<file path="src/rtl/burst_split_pkg.sv">
package burst_split_pkg;

    typedef enum logic [1:0] {
        PH_IDLE = 2'd0,
        PH_CMD  = 2'd1,
        PH_DATA = 2'd2
    } phase_e;

    // true when a burst starting at beat_off inside its window ends inside it
    function automatic bit window_fits(int unsigned beat_off, int unsigned beats,
                                       int unsigned max_beats);
        return (beat_off + beats) <= max_beats;
    endfunction

    function automatic bit is_pow2(int unsigned v);
        return (v != 0) && ((v & (v - 1)) == 0);
    endfunction

endpackage

</file>
<file path="src/rtl/bsplit_plan.sv">
module bsplit_plan
    import burst_split_pkg::*;
#(
    parameter int MAX_BURST = 4,
    parameter int LEN_W     = $clog2(MAX_BURST) + 1,
    parameter int OFF_W     = $clog2(MAX_BURST)
) (
    input  logic [OFF_W-1:0] beat_off,
    input  logic [LEN_W-1:0] beats,
    output logic             split
);
    always_comb begin
        split = !window_fits(32'(beat_off), 32'(beats), MAX_BURST);
    end
endmodule

</file>
<file path="src/rtl/bsplit_ctrl.sv">
module bsplit_ctrl
    import burst_split_pkg::*;
#(
    parameter int ADDR_W    = 32,
    parameter int DATA_W    = 32,
    parameter int MAX_BURST = 4,
    parameter int LEN_W     = $clog2(MAX_BURST) + 1
) (
    input  logic              clk,
    input  logic              rst,
    input  logic              up_cmd_valid,
    input  logic [ADDR_W-1:0] up_cmd_addr,
    input  logic [LEN_W-1:0]  up_cmd_len,
    input  logic              split_in,
    input  logic              dn_cmd_ready,
    input  logic              beat_fire,
    output logic              dn_cmd_valid,
    output logic [ADDR_W-1:0] dn_cmd_addr,
    output logic [LEN_W-1:0]  dn_cmd_len,
    output logic              data_phase,
    output logic              piece_last,
    output logic              cmd_done
);
    localparam int BSH = $clog2(DATA_W / 8);

    phase_e            ph_q;
    logic [ADDR_W-1:0] base_q;
    logic [LEN_W-1:0]  total_q;
    logic [LEN_W-1:0]  idx_q;
    logic              split_q;
    logic [LEN_W-1:0]  idx_nxt;
    logic              last_all;

    always_comb begin
        idx_nxt      = idx_q + LEN_W'(1);
        last_all     = (idx_nxt == total_q);
        piece_last   = split_q || last_all;
        data_phase   = (ph_q == PH_DATA);
        dn_cmd_valid = (ph_q == PH_CMD);
        dn_cmd_addr  = base_q + (ADDR_W'(idx_q) << BSH);
        dn_cmd_len   = split_q ? LEN_W'(1) : total_q;
        cmd_done     = data_phase && beat_fire && last_all;
    end

    always_ff @(posedge clk) begin
        if (rst) begin
            ph_q    <= PH_IDLE;
            base_q  <= '0;
            total_q <= '0;
            idx_q   <= '0;
            split_q <= 1'b0;
        end else begin
            case (ph_q)
                PH_IDLE: begin
                    if (up_cmd_valid) begin
                        base_q  <= up_cmd_addr;
                        total_q <= up_cmd_len;
                        split_q <= split_in;
                        idx_q   <= '0;
                        ph_q    <= PH_CMD;
                    end
                end
                PH_CMD: begin
                    if (dn_cmd_ready) ph_q <= PH_DATA;
                end
                PH_DATA: begin
                    if (beat_fire) begin
                        idx_q <= idx_nxt;
                        if (last_all)        ph_q <= PH_IDLE;
                        else if (piece_last) ph_q <= PH_CMD;
                    end
                end
                default: ph_q <= PH_IDLE;
            endcase
        end
    end

    // an idle adapter offers the first piece one cycle after seeing a command
    a_r9_first_cmd: assert property (@(posedge clk) disable iff (rst)
        (ph_q == PH_IDLE && up_cmd_valid) |=> dn_cmd_valid);

    // next piece follows the last beat of the previous one
    a_r9_next_piece: assert property (@(posedge clk) disable iff (rst)
        (data_phase && beat_fire && piece_last && !cmd_done) |=> dn_cmd_valid);

    // single-beat commands are forwarded as they came
    a_r6_single_beat: assert property (@(posedge clk) disable iff (rst)
        (ph_q == PH_IDLE && up_cmd_valid && up_cmd_len == LEN_W'(1)) |=>
        (dn_cmd_len == LEN_W'(1) && dn_cmd_addr == $past(up_cmd_addr)));
endmodule

</file>
<file path="src/rtl/bsplit_wdata.sv">
module bsplit_wdata #(
    parameter int DATA_W = 32
) (
    input  logic              data_phase,
    input  logic              piece_last,
    input  logic              up_wd_valid,
    input  logic [DATA_W-1:0] up_wd_data,
    input  logic              dn_wd_ready,
    output logic              up_wd_ready,
    output logic              dn_wd_valid,
    output logic [DATA_W-1:0] dn_wd_data,
    output logic              dn_wd_last,
    output logic              beat_fire
);
    always_comb begin
        dn_wd_valid = data_phase && up_wd_valid;
        up_wd_ready = data_phase && dn_wd_ready;
        dn_wd_data  = up_wd_data;
        dn_wd_last  = data_phase && piece_last;
        beat_fire   = dn_wd_valid && dn_wd_ready;
    end
endmodule

</file>
<file path="src/rtl/burst_split_adapter.sv">
module burst_split_adapter
    import burst_split_pkg::*;
#(
    parameter int ADDR_W    = 32,
    parameter int DATA_W    = 32,
    parameter int MAX_BURST = 4,
    parameter int LEN_W     = $clog2(MAX_BURST) + 1
) (
    input  logic              clk,
    input  logic              rst,
    input  logic              up_cmd_valid,
    output logic              up_cmd_ready,
    input  logic [ADDR_W-1:0] up_cmd_addr,
    input  logic [LEN_W-1:0]  up_cmd_len,
    input  logic              up_wd_valid,
    output logic              up_wd_ready,
    input  logic [DATA_W-1:0] up_wd_data,
    output logic              dn_cmd_valid,
    input  logic              dn_cmd_ready,
    output logic [ADDR_W-1:0] dn_cmd_addr,
    output logic [LEN_W-1:0]  dn_cmd_len,
    output logic              dn_wd_valid,
    input  logic              dn_wd_ready,
    output logic [DATA_W-1:0] dn_wd_data,
    output logic              dn_wd_last
);
    localparam int BSH   = $clog2(DATA_W / 8);
    localparam int OFF_W = $clog2(MAX_BURST);

    initial begin
        a_params_pow2: assert (is_pow2(MAX_BURST) && MAX_BURST >= 2 &&
                               is_pow2(DATA_W / 8) && DATA_W >= 8);
    end

    logic split;
    logic data_phase;
    logic piece_last;
    logic beat_fire;
    logic cmd_done;

    bsplit_plan #(.MAX_BURST(MAX_BURST), .LEN_W(LEN_W), .OFF_W(OFF_W)) u_plan (
        .beat_off (up_cmd_addr[BSH +: OFF_W]),
        .beats    (up_cmd_len),
        .split    (split)
    );

    bsplit_ctrl #(.ADDR_W(ADDR_W), .DATA_W(DATA_W), .MAX_BURST(MAX_BURST), .LEN_W(LEN_W)) u_ctrl (
        .clk          (clk),
        .rst          (rst),
        .up_cmd_valid (up_cmd_valid),
        .up_cmd_addr  (up_cmd_addr),
        .up_cmd_len   (up_cmd_len),
        .split_in     (split),
        .dn_cmd_ready (dn_cmd_ready),
        .beat_fire    (beat_fire),
        .dn_cmd_valid (dn_cmd_valid),
        .dn_cmd_addr  (dn_cmd_addr),
        .dn_cmd_len   (dn_cmd_len),
        .data_phase   (data_phase),
        .piece_last   (piece_last),
        .cmd_done     (cmd_done)
    );

    bsplit_wdata #(.DATA_W(DATA_W)) u_wdata (
        .data_phase  (data_phase),
        .piece_last  (piece_last),
        .up_wd_valid (up_wd_valid),
        .up_wd_data  (up_wd_data),
        .dn_wd_ready (dn_wd_ready),
        .up_wd_ready (up_wd_ready),
        .dn_wd_valid (dn_wd_valid),
        .dn_wd_data  (dn_wd_data),
        .dn_wd_last  (dn_wd_last),
        .beat_fire   (beat_fire)
    );

    assign up_cmd_ready = cmd_done;

    // upstream count must lie in 1..MAX_BURST
    a_r1_len_legal: assert property (@(posedge clk) disable iff (rst)
        up_cmd_valid |-> (up_cmd_len != '0 && 32'(up_cmd_len) <= MAX_BURST));

    // a multi-beat downstream command stays inside one window
    a_r5_no_straddle: assert property (@(posedge clk) disable iff (rst)
        dn_cmd_valid |-> (32'(dn_cmd_addr[BSH +: OFF_W]) + 32'(dn_cmd_len)) <= MAX_BURST);

    // the upstream command is released only with its final beat
    a_r7_release_on_last: assert property (@(posedge clk) disable iff (rst)
        up_cmd_ready |-> (dn_wd_valid && dn_wd_ready && dn_wd_last));

    // command and data phases never overlap
    a_r8_phase_exclusive: assert property (@(posedge clk) disable iff (rst)
        !(dn_cmd_valid && dn_wd_valid));

    // outputs quiet after a reset cycle
    a_r10_reset_quiet: assert property (@(posedge clk)
        rst |=> (!dn_cmd_valid && !dn_wd_valid && !up_cmd_ready && !up_wd_ready));

    // a stalled downstream command holds
    a_r11_cmd_hold: assert property (@(posedge clk) disable iff (rst)
        (dn_cmd_valid && !dn_cmd_ready) |=>
        (dn_cmd_valid && $stable(dn_cmd_addr) && $stable(dn_cmd_len)));
endmodule

</file>
<file path="config.mk">
export PLATFORM = sky130hd
export DESIGN_NAME = burst_split_adapter
export DESIGN_NICKNAME = d
export VERILOG_FILES = /design/src/rtl/burst_split_pkg.sv /design/src/rtl/bsplit_plan.sv /design/src/rtl/bsplit_ctrl.sv /design/src/rtl/bsplit_wdata.sv /design/src/rtl/burst_split_adapter.sv
export SDC_FILE = /design/constraint.sdc
export NUM_CORES = 1
export LEC_CHECK = 0
export BUFFER_PORTS_ARGS = -buffer_cell sky130_fd_sc_hd__buf_2
export CORE_ASPECT_RATIO = 0.8
export CORE_MARGIN = 2
export CORE_UTILIZATION = 45
export DETAILED_ROUTE_END_ITERATION = 7
export PLACE_DENSITY = 0.84
export SYNTH_ARGS = -nofsm -noshare
export SYNTH_HDL_FRONTEND = slang
export SYNTH_SLANG_ARGS = --single-unit
</file>
<file path="constraint.sdc">
create_clock -name clk -period 3.6 [get_ports clk]
set_input_delay 0.9 -clock clk [delete_from_list [all_inputs] [get_ports clk]]
set_output_delay 0.9 -clock clk [all_outputs]
set_load 0.005 [all_outputs]
</file>
### After elaboration in Yosys (flattened, before gate mapping)

Index checks and enable logic that the tools add are counted.

| word-level totals | value |
|---|---|
| memories | 0 |
| word-level logic and storage cells | 39 |
| bits in writable memories | 0 |
| flip-flop bits (word level) | 41 |
| memory bits (read-only) | 0 |
| bits in latches | 0 |
| output and inout bits | 72 |

| operators by class | value |
|---|---|
| shift-type cells | 0 |
| bitwise operators | 0 |
| multiplexer cells | 10 |
| magnitude comparators | 1 |
| equality and inequality tests | 7 |
| divide/modulo/power cells | 0 |
| add/sub/neg operators | 3 |
| multiply operators | 0 |
| reduce and logical (&&, ||, !) cells | 13 |

Operator list:

| kind | count |
|---|---|
| 32-bit by 5-bit adder with 32-bit output | 1 |
| 32-bit by 3-bit less-or-equal comparator with 1-bit output, second input constant | 1 |
| 2-bit two-way mux | 5 |
| 3-bit two-way mux | 3 |
| 1-bit logical AND | 6 |
| 2-bit one-hot mux with 3 select lines | 1 |
| 3-bit one-hot mux with 2 select lines | 1 |
| 2-bit by 3-bit adder with 4-bit output | 1 |
| 2-bit inequality test, second input constant | 2 |
| 4-bit AND reduction | 1 |
| 3-bit by 1-bit adder with 3-bit output, second input constant | 1 |
| 3-bit == test | 1 |
| 3-bit inequality test, second input constant | 1 |
| 3-bit AND reduction | 1 |
| 2-bit by 1-bit == test with 1-bit output, second input constant | 1 |
| 2-bit == test, second input constant | 1 |
| 2-bit zero test | 1 |
| 2-bit by 1-bit inequality test with 1-bit output, second input constant | 1 |
| 2-bit AND reduction | 1 |
| 2-bit nonzero test | 1 |
| 1-bit zero test | 1 |
| 1-bit logical OR | 1 |

### Logic depth before layout (Yosys ltp)

Gate-level depths: netlist of the first run.

| depth | value |
|---|---|
| depth after elaboration | 7 |
| gate-level depth with buffers | 7 |
| gate-level depth less buffers | 7 |

### Hierarchy

Synthesis of the first run repeated with hierarchy kept, for this count alone.

| second synthesis, totals | value |
|---|---|
| cells, all modules | 335 |
| area, all modules | 2607.5 um^2 |

By module, submodules not included:

| module | sequential area each (um^2) | cells each | instances | area each (um^2) |
|---|---|---|---|---|
| bsplit_ctrl | 820.8 | 288 | 1 | 2252.2 |
| bsplit_wdata | 0.0 | 36 | 1 | 269.0 |
| bsplit_plan | 0.0 | 11 | 1 | 86.3 |

### Worst setup path after synthesis of the first run

OpenSTA, ideal clock, no wires.

| timing path | value |
|---|---|
| path kind | reg-to-output |
| start point | register u_ctrl.idx_q[0] |
| end point | output dn_cmd_addr[26] |
| data arrival time | 2035 ps |
| setup slack | 665 ps |
| data required time | 2700 ps |
| cell stages (with the launch flop) | 8 |
| cell sequence | dfxtp_1 > ha_1 > inv_1 > fa_1 > nor2b_1 > o2111ai_1 > nor4_1 > xor2_1 |

| on the way | value |
|---|---|
| cells in the longest elaborated chain, start to end | 1 |

Ends and longest elaborated chain:

| element | RTL line | RTL |
|---|---|---|
| start: declaration | bsplit_ctrl.sv:29 | `logic [LEN_W-1:0] idx_q;` |
| start signal: assignment | bsplit_ctrl.sv:68 | `idx_q <= idx_nxt;` |
| 32-bit by 5-bit adder with 32-bit output | bsplit_ctrl.sv:40 | `dn_cmd_addr = base_q + (ADDR_W'(idx_q) << BSH);` |
| end: declaration | burst_split_adapter.sv:20 | `output logic [ADDR_W-1:0] dn_cmd_addr,` |

No other way between the ends.

### Worst setup path in the final report of the first run

| timing path | value |
|---|---|
| start point | register u_ctrl.idx_q[0] |
| end point | output dn_cmd_addr[30] |

The elaborated chain is that of the path after synthesis.

==> metrics.txt, run 1 <==
# TYPE chip_impl_metric gauge
chip_impl_metric{name="synthesis.area_per_instance",unit="um2"} 7.63
chip_impl_metric{name="worst_skew_pair.late_latency",unit="ns"} 0.29
chip_impl_info{name="dominant_combinational_cell_family_by_area_after_synthesis",value="simple AND/OR/NAND/NOR gates"} 1
chip_impl_metric{name="cts_max_level",unit=""} 2
chip_impl_metric{name="vias_per_cell",unit=""} 5.13
chip_impl_metric{name="cts_max_path_buffers",unit=""} 2
chip_impl_metric{name="placement.cell_area",unit="um2"} 2850
chip_impl_metric{name="synth_cells",unit=""} 347
chip_impl_metric{name="finalInstanceArea",unit="um2"} 2990
chip_impl_metric{name="first_pass_grt_wire_length",unit="mm"} 10.1
chip_impl_metric{name="ff2ff_setup_slack",unit="ns"} 1.98
chip_impl_metric{name="cp.buffers_inverters",unit=""} 3
chip_impl_metric{name="placement.io_buffers",unit=""} 80
chip_impl_metric{name="ys_seq_elements",unit=""} 41
chip_impl_metric{name="timing.max_slew.rel_slack",unit=""} 0.435
chip_impl_metric{name="critical-path-max-stage-delay",unit="ns"} 0.42
chip_impl_metric{name="grt_antenna_before_repair",unit=""} 0
chip_impl_metric{name="min_path_cells",unit=""} 2
chip_impl_metric{name="worst-slew-pin-transition",unit="ns"} 0.845
chip_impl_metric{name="min_period",unit="ns"} 3.35
chip_impl_metric{name="timing.clock.skew",unit="ns"} 0.00244
chip_impl_metric{name="synth_simple_gate_area_frac",unit=""} 0.276
chip_impl_metric{name="cts_num_sinks",unit=""} 41
chip_impl_metric{name="cts_hold_buf",unit=""} 0
chip_impl_info{name="path_cells",value="ha_1, inv_1, fa_1, nor2b_2, o2111ai_1, buf_4, nor4_1, xor2_1, buf_2"} 1
chip_impl_metric{name="synth_edf_count",unit=""} 0
chip_impl_metric{name="synthXorXnorAreaFrac",unit=""} 0.108
chip_impl_metric{name="nNetsFinal",unit=""} 466
chip_impl_info{name="cts_root_buffer",value="clkbuf_8"} 1
chip_impl_info{name="layout_commonest_cell",value="nand2_1"} 1
chip_impl_metric{name="postCtsSetupRepairBufs",unit=""} 0
chip_impl_metric{name="postLayoutCoreUtil",unit=""} 0.538
chip_impl_metric{name="share_of_the_synthesized_area_in_compound_gates_ao_oa_aoi_oai",unit=""} 0.116
chip_impl_metric{name="synth_sequential_area_ratio",unit=""} 0.310
chip_impl_info{name="run_status",value="completed"} 1
chip_impl_metric{name="slew_violations",unit=""} 0
chip_impl_metric{name="placementRows",unit=""} 24
chip_impl_metric{name="synthDistinctLibCells",unit=""} 45
chip_impl_info{name="cp-end-kind",value="output port"} 1
chip_impl_metric{name="die-height",unit="um"} 72.6
chip_impl_info{name="hold_path_class",value="register to register"} 1
chip_impl_metric{name="diode_insertion_count_for_antenna_repair",unit=""} 0
chip_impl_info{name="synth_flop_cell",value="dfxtp_1"} 1
chip_impl_metric{name="worst_path_maximum_fanout",unit=""} 10
chip_impl_info{name="most_used_cells_in_the_layout_excluding_fill_and_tap_cells",value="nand2_1, buf_2, dfxtp_1, a21oi_1, xor2_1"} 1
chip_impl_metric{name="power_density",unit="nW/um2"} 431
chip_impl_metric{name="drt.antenna.violating_nets",unit=""} 0
chip_impl_info{name="rsz0062_at_grt",value="no"} 1
chip_impl_info{name="worst_r2r_endpoint",value="u_ctrl.ph_q[1]"} 1
chip_impl_info{name="cts_tree",value="built"} 1
chip_impl_metric{name="worstPathRequired",unit="ns"} 2.70
chip_impl_metric{name="gp_congestion",unit=""} 0.872
chip_impl_metric{name="setup_tns",unit="ns"} 0
chip_impl_metric{name="globalRouteOverflowTotal",unit=""} 0
chip_impl_metric{name="post_drt_wl_per_cell",unit="um"} 13.1
chip_impl_metric{name="synthMuxAreaShare",unit=""} 0
chip_impl_metric{name="fraction_of_synthesis_flops_using_an_asynchronous_set_or_reset_pin",unit=""} 0
chip_impl_metric{name="clock_slew_at_the_register_clock_pins_of_the_worst_setup_and_hold_paths",unit="ns"} 0.08
chip_impl_info{name="startpoint_of_the_worst_register_to_register_path",value="u_ctrl.idx_q[0]"} 1
chip_impl_metric{name="synth_cell_area",unit="um2"} 2650
chip_impl_metric{name="routed_wl",unit="mm"} 6.08
chip_impl_metric{name="hold_violations",unit=""} 0
chip_impl_metric{name="placeableCoreArea",unit="um2"} 5560
chip_impl_metric{name="cp.arrival",unit="ns"} 2.45
chip_impl_info{name="worst_path_max_delay_cell",value="dfxtp_1"} 1
chip_impl_metric{name="drv.max_cap_violation_count",unit=""} 0
chip_impl_metric{name="dp_hpwl",unit="mm"} 4.53
chip_impl_metric{name="final-setup-viol-count",unit=""} 0
chip_impl_metric{name="overall_die_area",unit="um2"} 6520
chip_impl_metric{name="area_growth_syn_to_layout",unit="%"} 12.8
chip_impl_metric{name="worst-r2r-cell-count",unit=""} 5
chip_impl_metric{name="syn-num-nets",unit=""} 428
chip_impl_metric{name="resized_gates_after_cts",unit=""} 0
chip_impl_metric{name="fmaxAchievable",unit="MHz"} 298
chip_impl_metric{name="final.fill_count",unit=""} 538
chip_impl_metric{name="maximum_number_of_pins_on_one_net_before_global_route_repair",unit=""} 43
chip_impl_info{name="critPathLaunchType",value="register"} 1
chip_impl_metric{name="route.detailed.drc",unit=""} 0
chip_impl_metric{name="number_of_global_route_vias_before_repair",unit=""} 2137
chip_impl_metric{name="start_util",unit=""} 0.477
chip_impl_metric{name="ir_drop",unit="V"} 0.000241
chip_impl_info{name="cpLargestDelayFamily",value="adder cells"} 1
chip_impl_metric{name="yosys_warnings",unit=""} 0
chip_impl_metric{name="finalCritPeriodShare",unit=""} 0.931
chip_impl_metric{name="gr-usage-all-layers",unit=""} 0.190
chip_impl_info{name="hold-path-endpoint",value="u_ctrl.base_q[1]"} 1
chip_impl_metric{name="area_of_combinational_cells_with_multiple_inputs",unit="um2"} 1450
chip_impl_metric{name="post_synth_fa_ha_maj_area_fraction",unit=""} 0.0435
chip_impl_metric{name="io_pins",unit=""} 145
chip_impl_info{name="critPathKind",value="register to output port"} 1
chip_impl_metric{name="detail_route.iter0.violations",unit=""} 121
chip_impl_info{name="min-delay-start",value="u_ctrl.base_q[1]"} 1
chip_impl_metric{name="chipWidth",unit="um"} 89.8
chip_impl_metric{name="dr_total_vias",unit=""} 2380
chip_impl_metric{name="drive_gt1_frac",unit=""} 0.262
chip_impl_metric{name="sequential_cell_area",unit="um2"} 821
chip_impl_metric{name="total_leakage_power",unit="nW"} 1.41
chip_impl_metric{name="number_of_detailed_routing_iterations_run_before_antenna_repair",unit=""} 4
chip_impl_metric{name="cts_made_buffers",unit=""} 5
final cells by class:
| type | instances | share of cell area |
|---|---|---|
| multi-input combinational | 238 | 0.486 |
| sequential | 41 | 0.275 |
| timing repair buffer | 83 | 0.141 |
| tap | 78 | 0.0326 |
| clock buffer | 5 | 0.0230 |
| clock inverter | 3 | 0.0218 |
| inverter | 16 | 0.0201 |
per-stage QoR:
stage	hold WS, ns	power [W]	cells	setup slack, ns
final	0.463	0.00129	464	0.249
after global routing	0.491	0.00137	464	0.0375
after global placement	0.442	0.000858	456	0.572
after CTS	0.466	0.00130	464	0.131
after floorplan	0.437	0.000780	347	0.665
after detailed placement	0.453	0.000870	456	0.475
tightest hold or removal path: cells and delay by family, from the launching register on:
family,cells,cell delay (ns)
compound gates,1,0.05
simple gates,1,0.05
flops,1,0.32
flip-flops by register name, indices dropped and copies added (netlist names):
name	count
u_ctrl.base_q	32
u_ctrl.ph_q	2
u_ctrl.idx_q	3
u_ctrl.total_q	3
u_ctrl.split_q	1
synth_stat cells (2+ instances only):
library cell	n	area, um2
clkbuf_1	12	45.0
dfxtp_1	41	821
nor4_4	2	42.5
nor3_1	14	70.1
buf_2	4	20.0
fa_1	2	40.0
buf_1	2	7.51
nor2_1	10	37.5
o21ai_0	3	15.0
buf_4	34	255
nand2_1	81	304
ha_1	6	75.1
xor2_1	17	149
nand3_1	5	25.0
xnor2_1	13	114
nand4_1	4	25.0
a21oi_1	40	200
inv_1	15	56.3
and4_1	4	35.0
o211ai_1	2	15.0
nor4_1	4	25.0
and3_1	5	31.3
nor2b_1	5	31.3
per-layer routing:
layer  up-vias  global-route usage  routed length (um)
li1       1202                   -                   -
met1      1059               0.253                2790
met2       112               0.306                2680
met3         7              0.0610                 565
met4         0              0.0427                  42
met5         -                   0                   0
power breakdown:
group	leakage, nW	internal (W)	total, W	switching [W]
logic	1.01	0.000130	0.000289	0.000158
registers	0.336	0.000504	0.000568	0.0000641
clock network	0.0681	0.000275	0.000431	0.000156
total	1.41	0.000910	0.00129	0.000378
how the worst max path moves through the flow:
stage               cells past startpoint         endpoint             from  slack (ns)
floorplan                               7  dn_cmd_addr[26]  u_ctrl.idx_q[0]        0.67
global placement                        9  dn_cmd_addr[26]  u_ctrl.idx_q[0]        0.57
detailed placement                      9  dn_cmd_addr[26]  u_ctrl.idx_q[0]        0.47
CTS                                     9  dn_cmd_addr[26]  u_ctrl.idx_q[0]        0.13
global route                            9  dn_cmd_addr[26]  u_ctrl.idx_q[0]        0.04
finish                                  9  dn_cmd_addr[30]  u_ctrl.idx_q[0]        0.25
logic make-up after synthesis:
group / count (synthesis)
AO/OA/AOI/OAI: 54
adder cells (fa/ha/maj): 8
AND/OR/NAND/NOR: 145
buffers and inverters: 68
XOR/XNOR: 31
flip-flops: 41
Note: power is estimated with default switching activity, not from simulation.
==> run 2: changes to the inputs <==
Settings changed: ABC_AREA from default to 1, CORE_UTILIZATION 45 to 46.
==> metrics.txt, run 2 <==
# TYPE chip_impl_metric gauge
chip_impl_metric{name="overall_die_area",unit="um2"} 6670
chip_impl_info{name="hold_path_class",value="register to register"} 1
chip_impl_metric{name="place_ws",unit="ns"} 0.631
chip_impl_metric{name="final-setup-viol-count",unit=""} 0
chip_impl_metric{name="start_util",unit=""} 0.472
chip_impl_metric{name="min_period",unit="ns"} 3.31
chip_impl_metric{name="min_path_cells",unit=""} 2
chip_impl_info{name="synth_area_leader_cell",value="dfxtp_1"} 1
chip_impl_metric{name="synth_cells",unit=""} 422
chip_impl_metric{name="worst_skew_pair.late_latency",unit="ns"} 0.30
chip_impl_metric{name="yosys_warnings",unit=""} 0
chip_impl_metric{name="globalRouteOverflowTotal",unit=""} 0
chip_impl_metric{name="post_drt_wl_per_cell",unit="um"} 12.6
chip_impl_metric{name="setup_tns",unit="ns"} 0
chip_impl_metric{name="syn-num-nets",unit=""} 503
chip_impl_info{name="critPathLaunchType",value="register"} 1
chip_impl_info{name="cp-end-kind",value="output port"} 1
chip_impl_metric{name="slew_violations",unit=""} 0
chip_impl_metric{name="timing.clock.skew",unit="ns"} 0.00413
chip_impl_metric{name="dr_total_vias",unit=""} 2698
chip_impl_info{name="synth_flop_cell",value="dfxtp_1"} 1
chip_impl_metric{name="number_of_detailed_routing_iterations_run_before_antenna_repair",unit=""} 4
chip_impl_metric{name="gp_congestion",unit=""} 0.948
chip_impl_metric{name="gr-usage-all-layers",unit=""} 0.205
chip_impl_metric{name="largest_register_ff_count",unit=""} 32
chip_impl_metric{name="route.detailed.drc",unit=""} 0
chip_impl_metric{name="detail_route.iter0.violations",unit=""} 135
chip_impl_metric{name="diode_insertion_count_for_antenna_repair",unit=""} 0
chip_impl_info{name="synth_area_leaders",value="dfxtp_1, nand2_1, buf_4, nor2_1, inv_1"} 1
chip_impl_info{name="worst_r2r_endpoint",value="u_ctrl.split_q"} 1
chip_impl_metric{name="cts_num_sinks",unit=""} 41
chip_impl_metric{name="synth.top_cell.area_share",unit=""} 0.296
chip_impl_metric{name="cts_max_path_buffers",unit=""} 2
chip_impl_info{name="rsz0062_at_grt",value="no"} 1
chip_impl_info{name="hold-path-endpoint",value="u_ctrl.base_q[0]"} 1
chip_impl_metric{name="first_pass_grt_wire_length",unit="mm"} 11.0
chip_impl_metric{name="power.total",unit="W"} 0.00169
chip_impl_metric{name="chipWidth",unit="um"} 90.8
chip_impl_metric{name="cts_max_level",unit=""} 2
chip_impl_info{name="critPathKind",value="register to output port"} 1
chip_impl_metric{name="grt_antenna_before_repair",unit=""} 0
chip_impl_info{name="max_flop_register",value="u_ctrl.base_q"} 1
chip_impl_metric{name="cts_hold_buf",unit=""} 0
chip_impl_metric{name="drv.max_cap_violation_count",unit=""} 0
chip_impl_metric{name="synthesis.area_per_instance",unit="um2"} 6.58
chip_impl_metric{name="vias_per_cell",unit=""} 4.93
chip_impl_metric{name="fmaxAchievable",unit="MHz"} 302
chip_impl_metric{name="die-height",unit="um"} 73.5
chip_impl_metric{name="postCtsSetupRepairBufs",unit=""} 0
chip_impl_info{name="cts_tree",value="built"} 1
chip_impl_metric{name="area_growth_syn_to_layout",unit="%"} 11.1
chip_impl_info{name="yosys.cell_count.top_type",value="nand2_1"} 1
chip_impl_info{name="run_status",value="completed"} 1
chip_impl_metric{name="fraction_of_synthesis_flops_using_an_asynchronous_set_or_reset_pin",unit=""} 0
chip_impl_metric{name="ys_seq_elements",unit=""} 41
chip_impl_metric{name="maximum_number_of_pins_on_one_net_before_global_route_repair",unit=""} 57
chip_impl_metric{name="ir_drop",unit="V"} 0.000326
chip_impl_metric{name="drt.antenna.violating_nets",unit=""} 0
chip_impl_metric{name="placeableCoreArea",unit="um2"} 5880
chip_impl_metric{name="synth_cell_area",unit="um2"} 2780
chip_impl_metric{name="power_density",unit="nW/um2"} 549
chip_impl_metric{name="worst_path_maximum_fanout",unit=""} 6
chip_impl_metric{name="number_of_global_route_vias_before_repair",unit=""} 2345
chip_impl_metric{name="resized_gates_after_cts",unit=""} 0
chip_impl_info{name="most_used_cells_in_the_layout_excluding_fill_and_tap_cells",value="buf_2, nand2_1, nor2_1, inv_1, dfxtp_1"} 1
chip_impl_metric{name="worst-r2r-cell-count",unit=""} 6
chip_impl_metric{name="hold_violations",unit=""} 0
chip_impl_metric{name="timing.max_slew.rel_slack",unit=""} 0.355
chip_impl_metric{name="total_leakage_power",unit="nW"} 1.50
chip_impl_metric{name="finalCritPeriodShare",unit=""} 0.920
chip_impl_info{name="layout_commonest_cell",value="buf_2"} 1
chip_impl_metric{name="post_route_setup_slack",unit="ns"} 0.290
chip_impl_metric{name="synth_sequential_area_ratio",unit=""} 0.296
chip_impl_info{name="startpoint_of_the_worst_register_to_register_path",value="u_ctrl.ph_q[1]"} 1
chip_impl_info{name="min-delay-start",value="u_ctrl.base_q[0]"} 1
chip_impl_metric{name="drive_gt1_frac",unit=""} 0.212
chip_impl_metric{name="worstPathRequired",unit="ns"} 2.70
chip_impl_metric{name="synthDistinctLibCells",unit=""} 29
chip_impl_info{name="largestRegisters",value="u_ctrl.base_q: 32 flops, u_ctrl.idx_q: 3 flops, u_ctrl.total_q: 3 flops"} 1
chip_impl_metric{name="worst-slew-pin-transition",unit="ns"} 0.967
chip_impl_metric{name="synth_edf_count",unit=""} 0
chip_impl_info{name="cts_root_buffer",value="clkbuf_8"} 1
chip_impl_info{name="synth_common_cells",value="nand2_1, nor2_1, inv_1"} 1
chip_impl_metric{name="placement.io_buffers",unit=""} 80
chip_impl_metric{name="cts_made_buffers",unit=""} 5
chip_impl_metric{name="placementRows",unit=""} 25
chip_impl_metric{name="routed_wl",unit="mm"} 6.88
chip_impl_metric{name="cp.arrival",unit="ns"} 2.41
chip_impl_metric{name="clock_slew_at_the_register_clock_pins_of_the_worst_setup_and_hold_paths",unit="ns"} 0.08
chip_impl_metric{name="dp_hpwl",unit="mm"} 5.50
chip_impl_metric{name="io_pins",unit=""} 145
chip_impl_metric{name="nNetsFinal",unit=""} 546
chip_impl_metric{name="ff2ff_setup_slack",unit="ns"} 1.58
[run 2: cell count changes in the layout (fill, tap and decap cells not counted), sizes merged, moves of 4 or more]
cell | before | now
a21oi | 40 | 24
and3 | 5 | 0
and4 | 4 | 0
inv | 16 | 58
nand2 | 81 | 76
nand3 | 5 | 19
nor2 | 10 | 67
nor2b | 5 | 0
nor4 | 7 | 0
o21ai | 4 | 38
xnor2 | 13 | 6
[run 2: worst max-delay path by stage]
stage / from / slack, ns / end / cells after the start
after floorplan: u_ctrl.idx_q[0] / 0.93 / dn_cmd_addr[18] / 11
after global placement: u_ctrl.idx_q[0] / 0.70 / dn_cmd_addr[18] / 12
after detailed placement: u_ctrl.idx_q[0] / 0.63 / dn_cmd_addr[18] / 12
after CTS: u_ctrl.idx_q[0] / 0.29 / dn_cmd_addr[18] / 12
after global routing: u_ctrl.idx_q[0] / 0.11 / dn_cmd_addr[18] / 12
final: u_ctrl.idx_q[0] / 0.29 / dn_cmd_addr[18] / 12
[run 2: critical path, stage by stage, from the launching register on]
cell and delay (ns):
dfxtp_1 0.42, ha_1 0.20, inv_1 0.06, fa_1 0.39, inv_1 0.07, nand2_1 0.05
nand2_1 0.10, nand3_2 0.18, nor2_4 0.18, inv_1 0.05, nor2_1 0.12, xor2_1 0.16
buf_2 0.13
[run 2: power by group]
part,total (W),internal [W],leakage [nW],switching [W]
logic,0.000640,0.000263,1.11,0.000377
clock network,0.000336,0.000173,0.0542,0.000163
registers,0.000717,0.000581,0.339,0.000136
total,0.00169,0.00102,1.50,0.000676
[run 2: metrics by stage]
step	cells	util	instance area, um2	hold WS [ns]
5_1_grt	547	0.524	3080	0.508
3_3_place_gp	539	0.507	2980	0.464
3_5_place_dp	539	0.507	2980	0.479
6_report	547	0.524	3080	0.492
4_1_cts	547	0.524	3080	0.495
2_1_floorplan	422	-	2780	0.447
[run 2: kinds of logic (layout without fill, tap and decap cells)]
| kind of cell | Yosys count | count (layout) | share of synthesized area |
|---|---|---|---|
| buf+inv | 104 | 148 | 0.189 |
| simple gates | 178 | 178 | 0.272 |
| xor+xnor | 26 | 26 | 0.0821 |
| fa+ha+maj | 8 | 8 | 0.0415 |
| flops | 41 | 41 | 0.296 |
| compound gates | 65 | 65 | 0.120 |
[run 2: routing by layer]
layer	up-vias	global-route usage	wire length, um
met4	0	0.0741	133
li1	1372	-	-
met3	19	0.0472	675
met5	-	0	0
met2	115	0.299	2830
met1	1192	0.296	3240
[run 2: layout make-up]
type	instances	area, um2
clock buffers	7	96.3
clock inverters	1	5.00
fillers	620	2800
inverters	59	221
multi-input cells	277	1430
flip-flops and latches	41	821
well taps	81	101
repair buffers	81	408
